## src/rtl/dma_mm_pkg.sv

```systemverilog
package dma_mm_pkg;

    typedef enum logic [1:0] {
        TM_COMPAT = 2'd0,
        TM_A      = 2'd1,
        TM_B      = 2'd2,
        TM_C      = 2'd3
    } tmode_e;

    typedef enum logic {
        ST_IDLE = 1'b0,
        ST_XFER = 1'b1
    } state_e;

    localparam logic [2:0] FLD_BASE = 3'd0;
    localparam logic [2:0] FLD_CNT  = 3'd1;
    localparam logic [2:0] FLD_MODE = 3'd2;
    localparam logic [2:0] FLD_LOPG = 3'd3;
    localparam logic [2:0] FLD_HIPG = 3'd4;
    localparam logic [2:0] FLD_CURA = 3'd5;
    localparam logic [2:0] FLD_CURC = 3'd6;

endpackage

```

## src/rtl/dma_mm_chan.sv

```systemverilog
module dma_mm_chan
    import dma_mm_pkg::*;
#(
    parameter int AW = 16,
    parameter int PW = 8
) (
    input  logic          clk,
    input  logic          rst_n,
    input  logic          wr_en,
    input  logic [2:0]    field,
    input  logic [AW-1:0] wdata,
    input  logic          commit,
    output logic [AW-1:0] base_q,
    output logic [AW-1:0] cnt_q,
    output logic [AW-1:0] cur_a,
    output logic [AW-1:0] cur_c,
    output logic [1:0]    mode_q,
    output logic [PW-1:0] lo_pg,
    output logic [PW-1:0] hi_pg,
    output logic          done_q
);

    always_ff @(posedge clk) begin
        if (!rst_n) begin
            base_q <= '0;
            cnt_q  <= '0;
            cur_a  <= '0;
            cur_c  <= '0;
            mode_q <= '0;
            lo_pg  <= '0;
            hi_pg  <= '0;
            done_q <= 1'b0;
        end else begin
            if (commit) begin
                cur_a <= cur_a + 1'b1;
                cur_c <= cur_c - 1'b1;
                if (cur_c == '0) done_q <= 1'b1;
            end
            if (wr_en) begin
                case (field)
                    FLD_BASE: begin
                        base_q <= wdata;
                        cur_a  <= wdata;
                    end
                    FLD_CNT: begin
                        cnt_q  <= wdata;
                        cur_c  <= wdata;
                        done_q <= 1'b0;
                    end
                    FLD_MODE: mode_q <= wdata[1:0];
                    FLD_LOPG: lo_pg  <= wdata[PW-1:0];
                    FLD_HIPG: hi_pg  <= wdata[PW-1:0];
                    default: ;
                endcase
            end
        end
    end


    addr_step_chk: assert property (@(posedge clk) disable iff (!rst_n)
        (commit && !wr_en) |=> cur_a == AW'($past(cur_a) + 1'b1));


    cnt_step_chk: assert property (@(posedge clk) disable iff (!rst_n)
        (commit && !wr_en) |=> cur_c == AW'($past(cur_c) - 1'b1));


    done_latch_chk: assert property (@(posedge clk) disable iff (!rst_n)
        (commit && !wr_en && cur_c == '0) |=> done_q);

endmodule

```

## src/rtl/dma_mm_rr.sv

```systemverilog
module dma_mm_rr #(
    parameter int NCH = 7,
    parameter int CW  = 3
) (
    input  logic [NCH-1:0] elig,
    input  logic [CW-1:0]  start,
    output logic           any,
    output logic [CW-1:0]  win
);

    int idx;

    always_comb begin
        any = 1'b0;
        win = '0;
        idx = 0;
        for (int k = NCH - 1; k >= 0; k--) begin
            idx = (int'(start) + k) % NCH;
            if (elig[idx]) begin
                any = 1'b1;
                win = CW'(idx);
            end
        end
    end

endmodule

```

## src/rtl/dma_multimode_ctrl.sv

```systemverilog
module dma_multimode_ctrl
    import dma_mm_pkg::*;
#(
    parameter int NCH        = 7,
    parameter int AW         = 16,
    parameter int PW         = 8,
    parameter int CYC_COMPAT = 8,
    parameter int CYC_A      = 6,
    parameter int CYC_B      = 4,
    parameter int CYC_C      = 1
) (
    input  logic                    clk,
    input  logic                    rst_n,
    input  logic                    io_wr,
    input  logic [$clog2(NCH)+2:0]  io_addr,
    input  logic [AW-1:0]           io_wdata,
    output logic [AW-1:0]           io_rdata,
    input  logic [NCH-1:0]          dreq,
    output logic [NCH-1:0]          dack,
    output logic [AW+2*PW-1:0]      bus_addr,
    output logic                    bus_strobe,
    output logic                    bus_tc
);

    localparam int CW   = $clog2(NCH);
    localparam int TW   = AW + 2 * PW;
    localparam int MX1  = (CYC_COMPAT > CYC_A) ? CYC_COMPAT : CYC_A;
    localparam int MX2  = (CYC_B > CYC_C) ? CYC_B : CYC_C;
    localparam int MAXC = (MX1 > MX2) ? MX1 : MX2;
    localparam int YW   = $clog2(MAXC + 1);

    logic [CW-1:0] sel_ch;
    logic [2:0]    field;
    assign sel_ch = io_addr[CW+2:3];
    assign field  = io_addr[2:0];

    logic [AW-1:0] base_v [NCH];
    logic [AW-1:0] cnt_v  [NCH];
    logic [AW-1:0] cur_a_v[NCH];
    logic [AW-1:0] cur_c_v[NCH];
    logic [1:0]    mode_v [NCH];
    logic [PW-1:0] lo_v   [NCH];
    logic [PW-1:0] hi_v   [NCH];
    logic [NCH-1:0] done_v;

    state_e        state_q, state_d;
    logic [CW-1:0] cur_ch_q, ptr_q, win;
    logic [YW-1:0] cyc_q;
    logic          any, last, tc_now, load;
    logic [NCH-1:0] cur_1h, elig;

    assign cur_1h = {{(NCH-1){1'b0}}, 1'b1} << cur_ch_q;
    assign last   = (state_q == ST_XFER) && (cyc_q == '0);
    assign tc_now = last && (cur_c_v[cur_ch_q] == '0);
    assign elig   = dreq & ~done_v & (tc_now ? ~cur_1h : '1);
    assign load   = any && ((state_q == ST_IDLE) || last);

    generate
        for (genvar g = 0; g < NCH; g++) begin : g_ch
            dma_mm_chan #(.AW(AW), .PW(PW)) chan_i (
                .clk    (clk),
                .rst_n  (rst_n),
                .wr_en  (io_wr && (sel_ch == CW'(g))),
                .field  (field),
                .wdata  (io_wdata),
                .commit (last && (cur_ch_q == CW'(g))),
                .base_q (base_v[g]),
                .cnt_q  (cnt_v[g]),
                .cur_a  (cur_a_v[g]),
                .cur_c  (cur_c_v[g]),
                .mode_q (mode_v[g]),
                .lo_pg  (lo_v[g]),
                .hi_pg  (hi_v[g]),
                .done_q (done_v[g])
            );
        end
    endgenerate

    dma_mm_rr #(.NCH(NCH), .CW(CW)) rr_i (
        .elig  (elig),
        .start (ptr_q),
        .any   (any),
        .win   (win)
    );

    function automatic logic [YW-1:0] cyc_len(input logic [1:0] m);
        unique case (tmode_e'(m))
            TM_COMPAT: cyc_len = YW'(CYC_COMPAT - 1);
            TM_A:      cyc_len = YW'(CYC_A - 1);
            TM_B:      cyc_len = YW'(CYC_B - 1);
            TM_C:      cyc_len = YW'(CYC_C - 1);
        endcase
    endfunction

    always_comb begin
        state_d = state_q;
        unique case (state_q)
            ST_IDLE: if (any) state_d = ST_XFER;
            ST_XFER: if (last && !any) state_d = ST_IDLE;
        endcase
    end

    always_ff @(posedge clk) begin
        if (!rst_n) begin
            state_q  <= ST_IDLE;
            cur_ch_q <= '0;
            cyc_q    <= '0;
            ptr_q    <= '0;
        end else begin
            state_q <= state_d;
            if (load) begin
                cur_ch_q <= win;
                cyc_q    <= cyc_len(mode_v[win]);
                ptr_q    <= (win == CW'(NCH - 1)) ? '0 : win + 1'b1;
            end else if (state_q == ST_XFER) begin
                cyc_q <= cyc_q - 1'b1;
            end
        end
    end

    always_comb begin
        bus_strobe = (state_q == ST_XFER);
        dack       = bus_strobe ? cur_1h : '0;
        bus_addr   = bus_strobe ? {hi_v[cur_ch_q], lo_v[cur_ch_q], cur_a_v[cur_ch_q]}
                                : TW'(0);
        bus_tc     = tc_now;
        io_rdata   = '0;
        if (int'(sel_ch) < NCH) begin
            case (field)
                FLD_BASE: io_rdata = base_v[sel_ch];
                FLD_CNT:  io_rdata = cnt_v[sel_ch];
                FLD_MODE: io_rdata = AW'(mode_v[sel_ch]);
                FLD_LOPG: io_rdata = AW'(lo_v[sel_ch]);
                FLD_HIPG: io_rdata = AW'(hi_v[sel_ch]);
                FLD_CURA: io_rdata = cur_a_v[sel_ch];
                FLD_CURC: io_rdata = cur_c_v[sel_ch];
                default:  io_rdata = '0;
            endcase
        end
    end


    ack_onehot_chk: assert property (@(posedge clk) disable iff (!rst_n)
        $onehot0(dack) && ((dack != '0) == bus_strobe));


    tc_in_xfer_chk: assert property (@(posedge clk) disable iff (!rst_n)
        bus_tc |-> bus_strobe);


    strobe_hold_chk: assert property (@(posedge clk) disable iff (!rst_n)
        (bus_strobe && cyc_q != '0) |=> (bus_strobe && $stable(dack)));


    done_no_ack_chk: assert property (@(posedge clk) disable iff (!rst_n)
        (dack & done_v) == '0);

endmodule

```

## config.mk

```make
export PLATFORM = sky130hd
export DESIGN_NAME = dma_multimode_ctrl
export DESIGN_NICKNAME = d
export VERILOG_FILES = /design/src/rtl/dma_mm_pkg.sv /design/src/rtl/dma_mm_chan.sv /design/src/rtl/dma_mm_rr.sv /design/src/rtl/dma_multimode_ctrl.sv
export SDC_FILE = /design/constraint.sdc
export NUM_CORES = 2
export LEC_CHECK = 0
export BUFFER_PORTS_ARGS = -buffer_cell sky130_fd_sc_hd__buf_4
export CAP_MARGIN = 20
export CORE_MARGIN = 10
export CORE_UTILIZATION = 55
export DETAILED_ROUTE_END_ITERATION = 7
export GPL_ROUTABILITY_DRIVEN = 0
export PLACE_DENSITY = 0.84
export SYNTH_ARGS = -nofsm -noshare
export SYNTH_HDL_FRONTEND = slang
export SYNTH_SLANG_ARGS = --single-unit
```

## constraint.sdc

```tcl
create_clock -name clk -period 5.28 [get_ports clk]
set_clock_uncertainty 0.2 [all_clocks]
set_input_delay 0.264 -clock clk [delete_from_list [all_inputs] [get_ports clk]]
set_output_delay 0.264 -clock clk [all_outputs]
set_load 0.05 [all_outputs]
```

-- Yosys cells after proc, flatten, opt, wreduce, memory -nomap -nowiden
Index checks and enable logic that the tools add are counted.
- bits in registers: 592
- bits in latches: 0
- memory bits (read-only): 0
- memory bits (writable): 0
- word-level logic and storage cells: 353
- memories: 0
- output and inout port bits: 57
- divide/modulo/power cells: 7
- reduce and logical (&&, ||, !) cells: 69
- bitwise operators: 8
- equality and inequality tests: 22
- shift-type cells: 1
- multiplexer cells: 153
- multipliers: 0
- magnitude comparators: 11
- add/sub/neg operators: 22
- operators by type and width (cell ; count):
    16-bit 2-to-1 mux ; 55
    16-bit binary-select mux with 3-bit select ; 6
    32-bit by 5-bit < comparator with 1-bit output, second input constant ; 7
    32-bit by 4-bit modulo with 32-bit output, second input constant ; 6
    16-bit zero test ; 8
    16-bit by 1-bit adder with 16-bit output, second input constant ; 7
    16-bit one-hot mux with 7 select lines ; 1
    16-bit by 1-bit subtractor with 16-bit output, second input constant ; 7
    8-bit binary-select mux with 3-bit select ; 4
    2-bit AND reduction ; 35
    8-bit 2-to-1 mux ; 8
    1-bit 2-to-1 mux ; 51
    4-bit by 4-bit modulo with 32-bit output, second input constant ; 1
    32-bit 2-to-1 mux ; 1
    3-bit equality test, second input constant ; 10
    3-bit 2-to-1 mux ; 8
    1-bit binary-select mux with 3-bit select ; 7
    3-bit by 2-bit equality test with 1-bit output, second input constant ; 6
    1-bit logical AND ; 18
    4-bit one-hot mux with 4 select lines ; 1
    7-bit AND ; 2
    7-bit 2-to-1 mux ; 2
    7-bit NOT ; 2
    3-bit by 3-bit adder with 4-bit output, second input constant ; 3
    22 further kinds ; 37

-- Longest topological paths before layout
- depth in word-level cells: 25
- depth in mapped cells: 25

-- Cells and area by module
A second synthesis with hierarchy kept.
- cells, all modules: 4058
- area, all modules: 35192.5 um^2
- modules (own cells, without submodules) (module ; seq. area each (um^2) ; instances ; area an instance (um^2) ; cells each):
    dma_mm_chan ; 1661.6 ; 7 ; 3644.7 ; 416
    dma_multimode_ctrl ; 220.2 ; 1 ; 7993.9 ; 937
    dma_mm_rr ; 0.0 ; 1 ; 1685.4 ; 209

-- Least setup slack after synthesis
OpenSTA, ideal clock, no wires.
- path type: register -> register
- from: register ptr_q[0]
- to: register cyc_q[0]
- arrival: 5372 ps
- slack: -407 ps
- cell stages (with the launch flop): 25
- data required time: 4965 ps
- library setup time: 115 ps
- clock period less this slack: 5687 ps
- cells stage by stage: dfxtp_1 buf_1 clkbuf_1 inv_1 ha_1 ha_1 ha_1 a31oi_1 xnor2_1 ha_1 a221oi_1 a32o_1 xnor2_1 a2111o_1 a21oi_1 nor2_1 a311o_1 nor2b_1 o211a_1 o32ai_2 buf_6 a21oi_1 a211oi_2 a31oi_1 o21a_1
- cells in the longest elaborated chain, start to end: 19
- elaborated cells on any way between the ends: 60
- classes of those cells: add/sub (6); div (7); eq/ne (3); mux (40); bitwise (1); reduce/logical (3)
- RTL lines (what ; line ; text):
    start: declaration ; dma_multimode_ctrl.sv:47 ; logic [CW-1:0] cur_ch_q, ptr_q, win;
    start signal: assignment ; dma_multimode_ctrl.sv:114 ; ptr_q <= (win == CW'(NCH - 1)) ? '0 : win + 1'b1;
    3-bit by 3-bit adder with 4-bit output ; dma_mm_rr.sv:18 ; idx = (int'(start) + k) % NCH;
    32-bit by 4-bit modulo with 32-bit output ; dma_mm_rr.sv:18 ;
    1-bit binary-select mux with 3-bit select ; dma_mm_rr.sv:19 ; if (elig[idx]) begin
    1-bit 2-to-1 mux (implied by the code) (2 in series) ; dma_mm_rr.sv:19 ;
    3-bit 2-to-1 mux (7 in series) ; dma_mm_rr.sv:19 ;
    3-bit NOT with 4-bit output (implied by the code) ; dma_multimode_ctrl.sv:113 ; cyc_q <= cyc_len(mode_v[win]);
    2-bit binary-select mux with 3-bit select ; dma_multimode_ctrl.sv:113 ;
    2-bit 2-to-1 mux (implied by the code) (2 in series) ; dma_multimode_ctrl.sv:113 ;
    2-bit equality test (tied with other cells) ; dma_multimode_ctrl.sv:87 ; unique case (tmode_e'(m))
    4-bit one-hot mux with 4 select lines ; dma_multimode_ctrl.sv:87 ;
    4-bit 2-to-1 mux ; dma_multimode_ctrl.sv:111 ; if (load) begin
    end signal: assignment ; dma_multimode_ctrl.sv:113 ;
    end signal: assignment ; dma_multimode_ctrl.sv:116 ; cyc_q <= cyc_q - 1'b1;
    end: declaration ; dma_multimode_ctrl.sv:48 ; logic [YW-1:0] cyc_q;
Parallel ways exist; a longest one is shown, timed or not. The select of a mux whose other input is x is not followed.
A chain may end at the register's enable or synchronous reset.

-- Worst setup path after layout
- from: register g_ch[2].chan_i.cur_c[11]
- to: register cyc_q[0]
- cells in the longest elaborated chain, start to end: 24
- elaborated cells on any way between the ends: 54
- classes of those cells: eq/ne (3); mux (44); bitwise (2); reduce/logical (5)
- RTL lines (what ; line ; text):
    start: declaration ; dma_mm_chan.sv:16 ; output logic [AW-1:0] cur_c,
    start signal: assignment ; dma_mm_chan.sv:36 ; cur_c <= cur_c - 1'b1;
    start signal: assignment ; dma_mm_chan.sv:47 ; cur_c <= wdata;
    16-bit binary-select mux with 3-bit select (*) ; dma_multimode_ctrl.sv:54 ; assign tc_now = last && (cur_c_v[cur_ch_q] == '0);
    16-bit 2-to-1 mux (implied by the code) (*) (2 in series) ; dma_multimode_ctrl.sv:54 ;
    16-bit zero test (*) ; dma_multimode_ctrl.sv:54 ;
    1-bit logical AND (*) ; dma_multimode_ctrl.sv:54 ;
    7-bit 2-to-1 mux (*) ; dma_multimode_ctrl.sv:55 ; assign elig = dreq & ~done_v & (tc_now ? ~cur_1h : '1);
    7-bit AND (*) ; dma_multimode_ctrl.sv:55 ;
    1-bit binary-select mux with 3-bit select ; dma_mm_rr.sv:19 ;
    1-bit 2-to-1 mux (implied by the code) (2 in series) ; dma_mm_rr.sv:19 ;
    3-bit 2-to-1 mux (7 in series) ; dma_mm_rr.sv:19 ;
    3-bit NOT with 4-bit output (implied by the code) ; dma_multimode_ctrl.sv:113 ;
    2-bit binary-select mux with 3-bit select ; dma_multimode_ctrl.sv:113 ;
    2-bit 2-to-1 mux (implied by the code) (2 in series) ; dma_multimode_ctrl.sv:113 ;
    2-bit equality test (tied with other cells) ; dma_multimode_ctrl.sv:87 ;
    4-bit one-hot mux with 4 select lines ; dma_multimode_ctrl.sv:87 ;
    4-bit 2-to-1 mux ; dma_multimode_ctrl.sv:111 ;
Every way passes the cells marked *; elsewhere a longest branch is shown, timed or not. The select of a mux whose other input is x is not followed.

==> out/qor_table.md <==
| Parameter | Value | Unit |
|:---|:---|:---|
| Outcome | finished, violations left | - |
| Violations in the final reports | DRC | - |
| Async set or reset register ratio after synthesis | 0 | - |
| Library cell occupying the most area in the post-synthesis netlist | sky130_fd_sc_hd__dfxtp_1 | - |
| YS warnings | 0 | - |
| Critical Path AT | 5.50 | ns |
| Count of vias placed by the detailed router | 32000 | - |
| Final hold viol count | 0 | - |
| Endpoint of the most critical setup path | cyc_q[0] | - |
| Setup slack, reg-to-reg | 0.17 | ns |
| Total clock buffers created by CTS | 61 | - |
| Chip Width | 271 | um |
| Depth of the worst register-to-register path | 15 | - |
| Nets | 4166 | - |
| P&R area growth vs syn | 11.5 | % |
| Die Footprint | 0.0734 | mm2 |
| Max Slew Vio Count | 0 | - |
| Fmax | 196 | MHz |
| Area share of the largest cell type after synthesis | 0.342 | - |
| Reg2Reg Capture Point | cyc_q[0] | - |
| Clock transition time at the flip-flop clock pins of the worst setup and hold paths | 0.07 | ns |
| Layout filler cell count | 4877 | - |
| Worst R2R Start | g_ch[2].chan_i.cur_c[11] | - |
| Total area of multi-input combinational cells | 0.0218 | mm2 |
| IO Port Bufs | 88 | - |
| Initial antenna violation count | 6 | - |
| Setup TNS | 0 | ns |
| Element type at the critical path end | register | - |
| Cells after DPL | 4829 | - |
| Detail Placement HPWL | 75100 | um |
| Post-Layout Inst Area | 0.0386 | mm2 |
| Post-synth net total | 4193 | - |
| Share of the core filled with cells | 0.622 | - |
| Critical Path Fanout Max | 7 | - |
| Source-to-sink clock delay at the later pin of the worst-skew pair | 0.65 | ns |
| Cell area after synthesis | 0.0347 | mm2 |
| Clock net sink count | 592 | - |
| Slew @ Worst Pin | 1.16 | ns |
| Worst Hold Slack | 0.0489 | ns |
| Post-Synthesis Cells | 4120 | - |
| Count of maximum capacitance violations | 0 | - |
| Total global routing track utilization | 0.291 | - |
| Area inside the core boundary | 0.0621 | mm2 |
| Worst min-delay path class | in2reg | - |
| Final Non-Filler Cells | 4983 | - |
| Worst-case setup slack after placement | -0.221 | ns |
| PD cells | 366 | mW/mm2 |
| Vias in the first global route | 30800 | - |
| Count of flip-flops with a built-in enable after synthesis | 0 | - |
| CTS tree | built | - |
| Post-detailed-route via-to-cell ratio | 6.43 | - |
| Synth top cells by count | sky130_fd_sc_hd__nand2_1, sky130_fd_sc_hd__dfxtp_1, sky130_fd_sc_hd__o21ai_0 | - |
| Boundary Pins | 89 | - |
| Average routed wire per standard cell | 22.6 | um |
| Startpoint type of the worst setup path | register | - |
| Fraction of final layout cells sized beyond drive strength 1 | 0.128 | - |
| Crit Path Category | reg2reg | - |
| Slew HR | 0.226 | - |
| Iteration count of the initial detailed-routing pass | 8 | - |
| Seq/Total Area, Yosys | 0.342 | - |
| Post-synth cell types | 94 | - |
| Total of endpoints with negative setup slack in the final report | 0 | - |
| Routed wire length | 113000 | um |
| Sequential cell area in the final layout | 0.0119 | mm2 |
| Largest net degree at the start of global routing | 194 | - |
| Source of the critical timing path | g_ch[2].chan_i.cur_c[11] | - |
| Post-detailed-placement cell area | 0.0360 | mm2 |
| Clock tree buffer depth | 3 | - |
| Required time worst endpoint | 5.67 | ns |
| Dominant register cell in the synthesized netlist | sky130_fd_sc_hd__dfxtp_1 | - |
| Number of storage elements in the synthesis netlist | 592 | - |
| Core Rows | 91 | - |
| Avg Inst Size Synth | 8.41 | um2 |
| Most common cell in the synthesized netlist | sky130_fd_sc_hd__nand2_1 | - |
| Total number of H-tree levels | 2 | - |
| Initial Utilization | 0.558 | - |
| DRC | 6 | - |
| Clock period minus worst slack | 5.11 | ns |
| Die extent in y | 271 | um |
| Post-route worst setup slack | 0.166 | ns |
| Leakage power figure | 13.8 | nW |
| Period utilization | 0.969 | - |
| Number of DRC violations after detailed-routing iteration 0 | 4368 | - |
| Peak VDD IR | 266 | uV |
| Clock root buffer | sky130_fd_sc_hd__clkbuf_16 | - |
| Wire length of the first global-routing pass | 173000 | um |
| Residual antenna-violating net count after detailed routing | 0 | - |
| Leading cell types by total area after synthesis | sky130_fd_sc_hd__dfxtp_1, sky130_fd_sc_hd__nand2_1, sky130_fd_sc_hd__mux2i_1 | - |
| Total power consumption of the routed design | 14.1 | mW |
| Total overflow reported by the global router | 0 | - |
[report_power, final]
| part | switching [mW] | internal [mW] | leakage [nW] |
|---|---|---|---|
| Clock | 1.93 | 2.46 | 0.998 |
| Sequential | 0.159 | 4.58 | 4.78 |
| Combinational | 3.00 | 2.01 | 8.01 |
| Total | 5.08 | 9.06 | 13.8 |
[sequential cells by signal, indices dropped and copies added, names as in the netlist]
| name | cells |
|---|---|
| g_ch.chan_i.mode_q | 14 |
| g_ch.chan_i.cur_a | 112 |
| g_ch.chan_i.hi_pg | 56 |
| bus_strobe | 1 |
| g_ch.chan_i.base_q | 112 |
| cyc_q | 4 |
| cur_ch_q | 3 |
| g_ch.chan_i.cnt_q | 112 |
| g_ch.chan_i.lo_pg | 56 |
| g_ch.chan_i.done_q | 7 |
| ptr_q | 3 |
| g_ch.chan_i.cur_c | 112 |
[cells in the final DEF (no fill, tap or decap), types with 88 or more instances in the layout]
cell                       count
sky130_fd_sc_hd__mux4_2      114
sky130_fd_sc_hd__a21boi_0    309
sky130_fd_sc_hd__buf_4       180
sky130_fd_sc_hd__xor2_1       93
sky130_fd_sc_hd__mux2i_1     274
sky130_fd_sc_hd__nor2_1      183
sky130_fd_sc_hd__nand3_1      88
sky130_fd_sc_hd__and2_1      195
sky130_fd_sc_hd__xnor2_1     131
sky130_fd_sc_hd__nand2_1     779
sky130_fd_sc_hd__dfxtp_1     586
sky130_fd_sc_hd__o21ai_0     324
[worst max-delay path, stage by stage, from the launching register on]
cell and delay (ns):
sky130_fd_sc_hd__dfxtp_1 0.40, sky130_fd_sc_hd__nor4_1 0.70, sky130_fd_sc_hd__o22ai_1 0.22, sky130_fd_sc_hd__or4_4 0.57
sky130_fd_sc_hd__a211oi_2 0.44, sky130_fd_sc_hd__a21oi_1 0.29, sky130_fd_sc_hd__and3_1 0.22, sky130_fd_sc_hd__o31a_1 0.37
sky130_fd_sc_hd__nor4_1 0.34, sky130_fd_sc_hd__nand2_1 0.11, sky130_fd_sc_hd__o32ai_2 0.32, sky130_fd_sc_hd__buf_4 0.22
sky130_fd_sc_hd__nor2b_2 0.06, sky130_fd_sc_hd__a22o_1 0.23, sky130_fd_sc_hd__mux2i_1 0.21, sky130_fd_sc_hd__o21a_1 0.14
[how the worst min path moves through the flow]
stage	start	to	slack (ns)	cells after the start
after CTS	io_addr[1]	g_ch[0].chan_i.hi_pg[0]	0.03	5
after global placement	g_ch[1].chan_i.cnt_q[13]	g_ch[1].chan_i.cnt_q[13]	0.25	2
after global routing	io_addr[0]	g_ch[2].chan_i.hi_pg[3]	0.08	5
final	io_addr[0]	g_ch[2].chan_i.hi_pg[3]	0.05	5
after detailed placement	g_ch[1].chan_i.base_q[8]	g_ch[1].chan_i.base_q[8]	0.26	2
after floorplan	io_wdata[11]	g_ch[0].chan_i.base_q[11]	0.22	2
[kinds of logic (layout without fill, tap and decap cells)]
group                      Yosys count  count (layout)  synth area share
other                                0               2                 0
DFF                                592             592             0.342
muxes                              400             400             0.157
and+or+nand+nor                   1593            1593             0.215
adders and majority gates           41              41            0.0148
buffers and inverters              349             373            0.0383
xor gates and xnor gates           229             229            0.0579
AOI/OAI and AO/OA                  916             916             0.175
[metal layers]
layer	up-vias	global-route usage	wire, um
met5	-	0	22
met4	4	0.180	7280
li1	14400	-	-
met1	15100	0.363	42200
met2	2025	0.456	50400
met3	511	0.0618	12800
[final cells by class]
| cell class | instances | share of cell area |
|---|---|---|
| diodes | 2 | 0.000130 |
| clock buffers | 78 | 0.0438 |
| clock inverters | 36 | 0.00852 |
| inverters | 50 | 0.00486 |
| multi-input cells | 3179 | 0.564 |
| flip-flops and latches | 592 | 0.307 |
| well taps | 837 | 0.0271 |
| repair buffers | 209 | 0.0440 |
[timing repair]
action	CTS	global route
hold buffers	18	0
pin swaps	4	12
gates cloned	1	0
buffers inserted	4	13
resized for setup	10	45
hold endpoints to repair	440	0
endpoints found under the setup margin	4	9
(Power assumes the default switching activity.)
